**config.mk**
```make
export PLATFORM = sky130hd
export DESIGN_NAME = bus_handoff_arb
export DESIGN_NICKNAME = d
export VERILOG_FILES = /design/src/rtl/bha_pkg.sv /design/src/rtl/bha_prio_pick.sv /design/src/rtl/bha_flush_port.sv /design/src/rtl/bus_handoff_arb.sv
export SDC_FILE = /design/constraint.sdc
export NUM_CORES = 1
export LEC_CHECK = 0
export ABC_AREA = 1
export BUFFER_PORTS_ARGS = -buffer_cell sky130_fd_sc_hd__clkbuf_2
export CAP_MARGIN = 20
export CORE_MARGIN = 10
export CORE_UTILIZATION = 32
export DETAILED_ROUTE_END_ITERATION = 16
export GPL_ROUTABILITY_DRIVEN = 0
export GPL_TIMING_DRIVEN = 0
export PLACE_DENSITY_LB_ADDON = 0.25
export SKIP_LAST_GASP = 1
export SYNTH_ARGS = -nofsm -noshare
export SYNTH_HDL_FRONTEND = slang
export SYNTH_SLANG_ARGS = --single-unit
```
**constraint.sdc**
```tcl
create_clock -name clk_i -period 1 [get_ports clk_i]
set_input_delay 0.2 -clock clk_i [delete_from_list [all_inputs] [get_ports clk_i]]
set_output_delay 0.2 -clock clk_i [all_outputs]
set_load 0.01 [all_outputs]
```
**src/rtl/bha_pkg.sv**
```systemverilog
`timescale 1ns/1ps
package bha_pkg;
  typedef enum logic [2:0] {
    ST_IDLE, ST_HOLD, ST_FL_PULSE, ST_FL_WAIT,
    ST_OWN, ST_PREEMPT, ST_RFSH, ST_RELEASE
  } bha_state_e;
endpackage

```
**src/rtl/bha_prio_pick.sv**
```systemverilog
`timescale 1ns/1ps
module bha_prio_pick #(
  parameter int N = 4
) (
  input  logic [N-1:0] req_i,
  output logic [N-1:0] win_o,
  output logic         any_o
);
  for (genvar i = 0; i < N; i++) begin : g_bit
    if (i == 0) begin : g_first
      assign win_o[i] = req_i[i];
    end else begin : g_rest
      assign win_o[i] = req_i[i] & ~(|req_i[i-1:0]);
    end
  end
  assign any_o = |req_i;
endmodule

```
**src/rtl/bha_flush_port.sv**
```systemverilog
`timescale 1ns/1ps
module bha_flush_port (
  input  logic clk_i,
  input  logic rst_ni,
  input  logic pulse_i,  // drive low this cycle
  input  logic wait_i,   // line released, waiting for bridge
  input  logic line_i,
  output logic oe_o,
  output logic do_o,
  output logic done_o
);
  logic seen_low_q;

  always_ff @(posedge clk_i or negedge rst_ni) begin
    if (!rst_ni)      seen_low_q <= 1'b0;
    else if (!wait_i) seen_low_q <= 1'b0;
    else if (!line_i) seen_low_q <= 1'b1;
  end

  assign oe_o   = ~wait_i;
  assign do_o   = ~pulse_i;
  // closes only on a high sample that follows a low one
  assign done_o = wait_i & seen_low_q & line_i;
endmodule

```
**src/rtl/bus_handoff_arb.sv**
```systemverilog
`timescale 1ns/1ps
module bus_handoff_arb
  import bha_pkg::*;
#(
  parameter int N_MST = 4
) (
  input  logic             clk_i,
  input  logic             rst_ni,
  input  logic [N_MST-1:0] mst_req_i,
  output logic [N_MST-1:0] mst_gnt_o,
  input  logic             rfsh_req_i,
  output logic             rfsh_gnt_o,
  output logic             hold_o,
  input  logic             hlda_i,
  input  logic             brg_req_i,
  output logic             flush_oe_o,
  output logic             flush_do_o,
  input  logic             flush_di_i
);
  bha_state_e       state_q, state_d;
  logic             rfsh_q, rfsh_d;
  logic [N_MST-1:0] own_q, own_d;
  logic [N_MST-1:0] win;
  logic             any_req, fl_done, own_req;

  bha_prio_pick #(.N(N_MST)) u_pick (
    .req_i (mst_req_i),
    .win_o (win),
    .any_o (any_req)
  );

  bha_flush_port u_flush (
    .clk_i  (clk_i),
    .rst_ni (rst_ni),
    .pulse_i(state_q == ST_FL_PULSE),
    .wait_i (state_q == ST_FL_WAIT),
    .line_i (flush_di_i),
    .oe_o   (flush_oe_o),
    .do_o   (flush_do_o),
    .done_o (fl_done)
  );

  assign own_req = |(own_q & mst_req_i);

  always_comb begin
    state_d = state_q;
    rfsh_d  = rfsh_q;
    own_d   = own_q;
    unique case (state_q)
      ST_IDLE: begin
        if (rfsh_req_i || any_req) begin
          state_d = ST_HOLD;
          rfsh_d  = rfsh_req_i;
        end
      end
      ST_HOLD:     if (hlda_i) state_d = rfsh_q ? ST_RFSH : ST_FL_PULSE;
      ST_FL_PULSE: state_d = ST_FL_WAIT;
      ST_FL_WAIT: begin
        if (fl_done) begin
          state_d = any_req ? ST_OWN : ST_RELEASE;
          own_d   = win;
        end
      end
      ST_OWN: begin
        if (!own_req)                state_d = ST_RELEASE;
        else if (brg_req_i && hlda_i) state_d = ST_PREEMPT;
      end
      ST_PREEMPT:  if (!own_req) state_d = ST_RELEASE;
      ST_RFSH:     if (!rfsh_req_i) state_d = ST_RELEASE;
      ST_RELEASE:  if (!hlda_i) state_d = ST_IDLE;
      default:     state_d = ST_IDLE;
    endcase
  end

  always_ff @(posedge clk_i or negedge rst_ni) begin
    if (!rst_ni) begin
      state_q <= ST_IDLE;
      rfsh_q  <= 1'b0;
      own_q   <= '0;
    end else begin
      state_q <= state_d;
      rfsh_q  <= rfsh_d;
      own_q   <= own_d;
    end
  end

  assign mst_gnt_o  = (state_q == ST_OWN) ? own_q : '0;
  assign rfsh_gnt_o = (state_q == ST_RFSH);
  assign hold_o     = (state_q != ST_IDLE) && (state_q != ST_RELEASE);
endmodule

```
==> key figures, run 1 <==
Power
  – Combinational share of power: ~67%
  – Final Power: between 3000 and 4000 µW
  – Switching part of the total power: 49.7%
  – Pwr dens: 3160 nW/µm²
  – P_sw: 1490 µW
  – Seq pwr share: 23.1%
  – Internal power: 1510 µW
  – Peak VDD IR: between 1.5 and 2 mV
  – Lkg Pwr: 0.000467 µW
  – Clk network pwr share: 9.5%

Final layout
  – Area delta synth->final: 58.7%
  – Finished Core Util: 54.6%
  – Register area: 229 µm²
  – # diodes: 0
  – Share of cells above drive strength 1: 46.7%
  – Layout Nets: 133
  – Fillcell total: about 190
  – Multi-input gate area: roughly 450 µm²

Worst setup path
  – Critical path arrival: 1.31 ns
  – Worst EP required: 0.80 ns
  – Reg-to-reg critical path endpoint: state_q[1]
  – Cell mode on critical path: nor2_4
  – CP max-delay cell: dfrtp_2
  – Worst reg-to-reg setup slack: -0.31 ns
  – Worst r2r src: state_q[2]
  – CP max stage delay: 0.43 ns
  – Crit Path Category: reg -> out
  – Critical-path cell list: nor2_4 -> inv_2 -> nor2_4 -> inv_4 -> nor2_4 -> clkbuf_2
  – Crit. End Element: primary output
  – Crit Path Max Fanout: 4
  – Reg2Reg Depth: 8
  – Critical path startpoint category: register

Drt
  – Vias per inst: ~4.7
  – Metal3 WL: 99 µm
  – DRT iter0 DRCs: 7
  – Drt wl/cell: 12.0 µm
  – Remaining DRCs: 0
  – Final Routed Wirelength: 1770 µm
  – Drt pass-1 iters: 4
  – Routed met2 length: 848 µm
  – DR top layer: met4
  – Met1 WL: 806 µm
  – Routed Antenna Nets: 0
  – Via count of the routed design: 691

Floorplan
  – Die area: around 4000 µm²
  – Starting density of the core: 34.4%
  – Core box area: between 1500 and 2000 µm²
  – Die Ht: 63.3 µm
  – Number of placement rows: 15
  – DIE WIDTH: about 63 µm
  – I/O pin total: 18

Timing
  – Final worst-path cycle share: 151%
  – Clock skew: 0.00100 ns
  – Min cycle time layout: 1.51 ns
  – Worst Max-Slew Pin Slew: 0.255 ns
  – Max Clk Rate: 663 MHz
  – Max-slew violations: 0
  – Final-report setup violation count: 16
  – Worst hold margin: 0.124 ns
  – RSZ-0062 raised after global routing: yes
  – Final Worst Setup Slack: -0.508 ns
  – Fin. Hold Viols: 0
  – Slew HR: 82.9%

Clocking
  – CTS max path bufs: 2
  – CTS tree: yes
  – Clk slew on worst S/H paths: 0.06 ns
  – Htree depth: 1
  – CTS Sinks: 9
  – Worst skew pair latency: 0.26 ns
  – Total CTS buffers: 3
  – Clock root buffer: clkbuf_4

GRT
  – Overall Global Routing Usage: 8.21%
  – Vias in the first global route: 645
  – Total grt overflow: 0
  – Initial antenna violation count: 0
  – Pin count of the biggest net entering global routing: 10
  – First-pass GRT wire length: 2730 µm

Yosys
  – Share of the synthesized area in the top cell type: 37.5%
  – Post-Synthesis Cells: 94
  – Cell taking the most area after synthesis: dfrtp_1
  – Yosys cell types: 18
  – Post-synthesis sequential area ratio: 37.5%
  – #FFs+latches synth: 9
  – Synth warn: 0
  – Main area contributors after synthesis: dfrtp_1 38%, nand2_1 15%, nor2_1 13%
  – Syn Std Cell Area: 601 µm²
  – Syn_nets: around 100
  – Avg Synthesized Cell Area: 6.39 µm²

Worst hold path
  – Hold Path Depth: 2
  – HP Start: flush_di_i
  – Hold WC Path Type: in -> reg
  – Hold worst-path end: u_flush.seen_low_q

Run status
  – Status: finished with violations
  – Failing checks: negative setup slack

Place
  – Detailed Place HPWL: roughly 1300 µm
  – PortBufs: 17

Run
  – Max Cap Violations: 0
==> cells by family (layout without fill, tap and decap cells) <==
family | Yosys count | after routing | share of synthesized area (%)
flip-flops | 9 | 9 | 37.5
AO/OA/AOI/OAI | 11 | 11 | 10.4
AND/OR/NAND/NOR | 61 | 61 | 43.8
buffers and inverters | 13 | 41 | 8.33
==> layout by cell type, fill, tap and decap left out, types with 3 or more instances in the layout <==
cell type  synthesis  final
o21ai_0            5      5
nand2_1           24     20
buf_4              0      5
inv_1             11      8
clkbuf_2           0     14
nand2_2            1      4
nor2_4             0     14
buf_2              1      3
nand3_1            8      7
dfrtp_2            0      3
nor2_1            21     10
dfrtp_1            9      6
clkbuf_4           0      3
==> flip-flops by register name (all words and copies together), names as in the netlist <==
name / count
own_q: 4
state_q: 3
rfsh_q: 1
u_flush.seen_low_q: 1
==> per-layer routing <==
layer  global-route usage, %  up-vias
met5                       0        -
met4                    4.10        0
met3                    3.18        2
met2                    12.7       21
met1                    9.59      315
li1                        -      353
==> Yosys cell counts <==
library cell / count
nor2_1: 21
o22ai_1: 1
a21oi_1: 3
dfrtp_1: 9
nand3_1: 8
o21ai_2: 1
nand3b_1: 1
buf_2: 1
nand2_2: 1
a21o_1: 1
inv_2: 1
o21ai_0: 5
nand2_1: 24
inv_1: 11
nand4_1: 1
nor3_1: 1
nand3_2: 1
nor2_2: 3
==> through the flow <==
stage / setup TNS [ns] / cell area [µm²] / cells / setup WS, ns
floorplan: -1.59 / 648 / 94 / -0.152
global placement: -3.54 / 764 / 136 / -0.315
detailed placement: -3.84 / 764 / 136 / -0.327
CTS: -5.51 / 858 / 145 / -0.522
global route: -6.36 / 953 / 147 / -0.575
finish: -5.21 / 953 / 147 / -0.508
==> how the worst max path moves through the flow <==
stage | slack (ns) | depth (start not counted) | to | start
6_report | -0.51 | 6 | mst_gnt_o[0] | state_q[0]
3_5_place_dp | -0.33 | 7 | mst_gnt_o[0] | state_q[1]
2_1_floorplan | -0.15 | 6 | mst_gnt_o[0] | state_q[1]
3_3_place_gp | -0.32 | 7 | mst_gnt_o[0] | state_q[1]
4_1_cts | -0.52 | 7 | mst_gnt_o[0] | state_q[1]
5_1_grt | -0.58 | 6 | mst_gnt_o[0] | state_q[0]
==> critical path, delay by kind of cell (launching register included) <==
family / cells / cell delay (ns)
flops: 1 / 0.43
simple gates: 3 / 0.33
buf+inv: 3 / 0.28
==> layout make-up <==
class	count	area share (%)
Sequential cell	9	24.0
Clock buffer	4	2.76
Tap cell	25	3.28
Multi-Input combinational cell	72	47.6
Inverter	12	6.04
Timing Repair Buffer	25	16.3
==> power groups by stage <==
stage | Sequential (µW) | Combinational, µW | Clock (µW)
floorplan | 645 | 1110 | 0
global placement | 677 | 1420 | 0
detailed placement | 674 | 1460 | 0
CTS | 641 | 1710 | 292
global route | 712 | 2230 | 310
finish | 695 | 2030 | 286
==> timing repair <==
action | in CTS | in global routing
cloned | 0 | 0
setup endpoints to repair | 16 | 17
gates resized for setup | 6 | 28
endpoints found under the hold margin | 9 | 0
hold buffers | 1 | 0
pin swaps | 1 | 4
buffers inserted | 4 | 3
(Power assumes the default switching activity.)
==> run 2, diff against run 1 <==
CTS_BUF_LIST = sky130_fd_sc_hd__clkbuf_4 sky130_fd_sc_hd__clkbuf_8   (was unset)
==> key figures, run 2 (synthesis gave the netlist of run 1 again) <==
Clocking
  – CTS Sinks: 9 (unchanged)
  – Worst skew pair latency: 0.26 ns (about the same)
  – CTS max path bufs: 2 (unchanged)
  – Htree depth: 1 (unchanged)
  – Clk slew on worst S/H paths: 0.06 ns (about the same)
  – Clock root buffer: clkbuf_4
  – Total CTS buffers: 3 (unchanged)
  – CTS tree: yes

Worst setup path
  – CP max stage delay: 0.43 ns (about the same)
  – Reg2Reg Depth: 8 (unchanged)
  – Critical path startpoint category: register
  – Worst EP required: 0.80 ns (about the same)
  – CP max-delay cell: dfrtp_2
  – Levels on crit path: 6 (unchanged)
  – Crit. End Element: primary output
  – Largest delay share family, worst path: flip-flops
  – Critical path buffer and inverter count: 3 (unchanged)
  – Crit Path Category: reg -> out
  – Critical-path cell list: nor2_4 -> inv_2 -> nor2_4 -> inv_4 -> nor2_4 -> clkbuf_2
  – Cell mode on critical path: nor2_4
  – Critical path arrival: 1.31 ns (about the same)
  – Crit Path Max Fanout: 4 (unchanged)

Timing
  – Max Clk Rate: 664 MHz (+0.10%)
  – Final-report setup violation count: 16 (unchanged)
  – Fin. Hold Viols: 0 (unchanged)
  – Final worst-path cycle share: 151% (-0.16 points)
  – Clock skew: 0.00211 ns (+0.00111 ns)
  – Worst Max-Slew Pin Slew: 0.255 ns (unchanged)
  – Final Worst Setup Slack: -0.506 ns (+0.00158 ns)
  – Max-slew violations: 0 (unchanged)
  – Slew HR: 82.9% (unchanged)
  – RSZ-0062 raised after global routing: yes
  – Min cycle time layout: 1.51 ns (-0.00158 ns)

Drt
  – Vias per inst: 4.71 (+0.14%)
  – Final Routed Wirelength: 1770 µm (-0.11%)
  – Routed Antenna Nets: 0 (unchanged)
  – Via count of the routed design: 692 (+0.14%)
  – DRT iter0 DRCs: 15 (+8)
  – Drt wl/cell: 12.0 µm (-0.11%)
  – Remaining DRCs: 0 (unchanged)
  – Drt pass-1 iters: 5 (+1)

GRT
  – Vias in the first global route: 645 (unchanged)
  – First-pass GRT wire length: 2730 µm (unchanged)
  – Overall Global Routing Usage: 8.21% (unchanged)
  – Total grt overflow: 0 (unchanged)
  – Initial antenna violation count: 0 (unchanged)
  – Pin count of the biggest net entering global routing: 10 (unchanged)

Run status
  – Failing checks: negative setup slack
  – Status: finished with violations

Place
  – Detailed Place HPWL: 1260 µm (unchanged)
  – Worst slack, placed: -0.327 ns (unchanged)
  – PortBufs: 17 (unchanged)

Power
  – Final Power: 3030 µW (+0.79%)
  – Lkg Pwr: 0.000470 µW (+0.73%)
  – P_sw: 1490 µW (-0.22%)
  – Combinational share of power: 66.9% (-0.5 points)
  – Internal power: 1540 µW (+1.8%)
  – Seq pwr share: 22.9% (-0.2 points)
  – Clk network pwr share: 10.2% (+0.7 points)
  – Peak VDD IR: 1.63 mV (about the same)
  – Switching part of the total power: 49.2% (-0.50 points)
  – Pwr dens: 3170 nW/µm² (+0.39%)

Floorplan
  – Die Ht: 63.3 µm (unchanged)
  – Number of placement rows: 15 (unchanged)
  – Starting density of the core: 34.4% (unchanged)
  – DIE WIDTH: 63.3 µm (unchanged)
  – Die area: 4010 µm² (unchanged)
  – I/O pin total: 18 (unchanged)
  – Core box area: 1750 µm² (unchanged)

Final layout
  – Layout Nets: 133 (unchanged)
  – Most common cell after layout, fill and taps aside: nand2_1
  – Fillcell total: 183 (-1.1%)
  – Reg with most FFs: own_q
  – # diodes: 0 (unchanged)
  – Most frequent cells in the layout: 20 x nand2_1, 14 x nor2_4, 14 x clkbuf_2
  – Area delta synth->final: 59.4%
  – Share of cells above drive strength 1: 47.5% (+0.82 points)
  – Top Registers: own_q x4, state_q x3
  – Max reg flops: 4 (unchanged)

Run
  – Max Cap Violations: 0 (unchanged)

Worst hold path
  – Hold Path Depth: 2 (unchanged)
  – Hold WC Path Type: in -> reg
-- run 2: changes by cell type in the layout (fill, tap and decap cells not counted) --
cell	delta
clkbuf_1	-1
clkbuf_4	+1
-- run 2: area by class of cell --
| type | count | area (µm²) | share of cell area, % |
|---|---|---|---|
| repair buffers | 25 | 155 | 16.2 |
| multi-input cells | 72 | 454 | 47.5 |
| well taps | 25 | 31.3 | 3.27 |
| inverters | 12 | 57.6 | 6.01 |
| flip-flops and latches | 9 | 229 | 23.9 |
| clock buffers | 4 | 30.0 | 3.14 |
-- run 2: final timing paths --
kind                            startpoint            endpoint  slack [ns]
worst max-delay path            state_q[0]        mst_gnt_o[0]       -0.51
worst min-delay path            flush_di_i  u_flush.seen_low_q        0.13
worst max register to register  state_q[2]          state_q[1]       -0.31
worst min register to register      rfsh_q              rfsh_q        0.60
max in group asynchronous           rst_ni          state_q[0]        0.45
min in group asynchronous           rst_ni            own_q[1]        0.34
-- run 2: what timing repair did --
action                     in CTS  in global routing
pin swaps                       1                  4
resized for setup               6                 28
cloned                          0                  0
hold buffers                    1                  0
hold endpoints to repair        9                  0
setup endpoints to repair      16                 17
setup buffers                   4                  3
-- run 2: power groups by stage --
stage	registers [µW]	clock network [µW]	logic, µW
floorplan	645	0	1110
detailed placement	674	0	1460
finish	695	310	2030
global route	712	336	2230
CTS	641	317	1710
global placement	677	0	1420
-- run 2: metal layers --
metal  up-vias  GRT usage (%)  wire length (µm)
met5         -              0                 0
met4         0           4.10                12
met3         2           3.18               103
met2        23           12.7               849
met1       314           9.59               800
li1        353              -                 -
-- run 2: per-stage QoR --
| step | hold WS, ns | area [µm²] | cells | utilization (%) | setup TNS, ns |
|---|---|---|---|---|---|
| 2_1_floorplan | -0.0956 | 648 | 94 | - | -1.59 |
| 3_3_place_gp | 0.0754 | 764 | 136 | 43.8 | -3.54 |
| 3_5_place_dp | 0.0794 | 764 | 136 | 43.8 | -3.84 |
| 4_1_cts | 0.119 | 862 | 145 | 49.4 | -5.49 |
| 5_1_grt | 0.127 | 957 | 147 | 54.8 | -6.35 |
| 6_report | 0.127 | 957 | 147 | 54.8 | -5.19 |
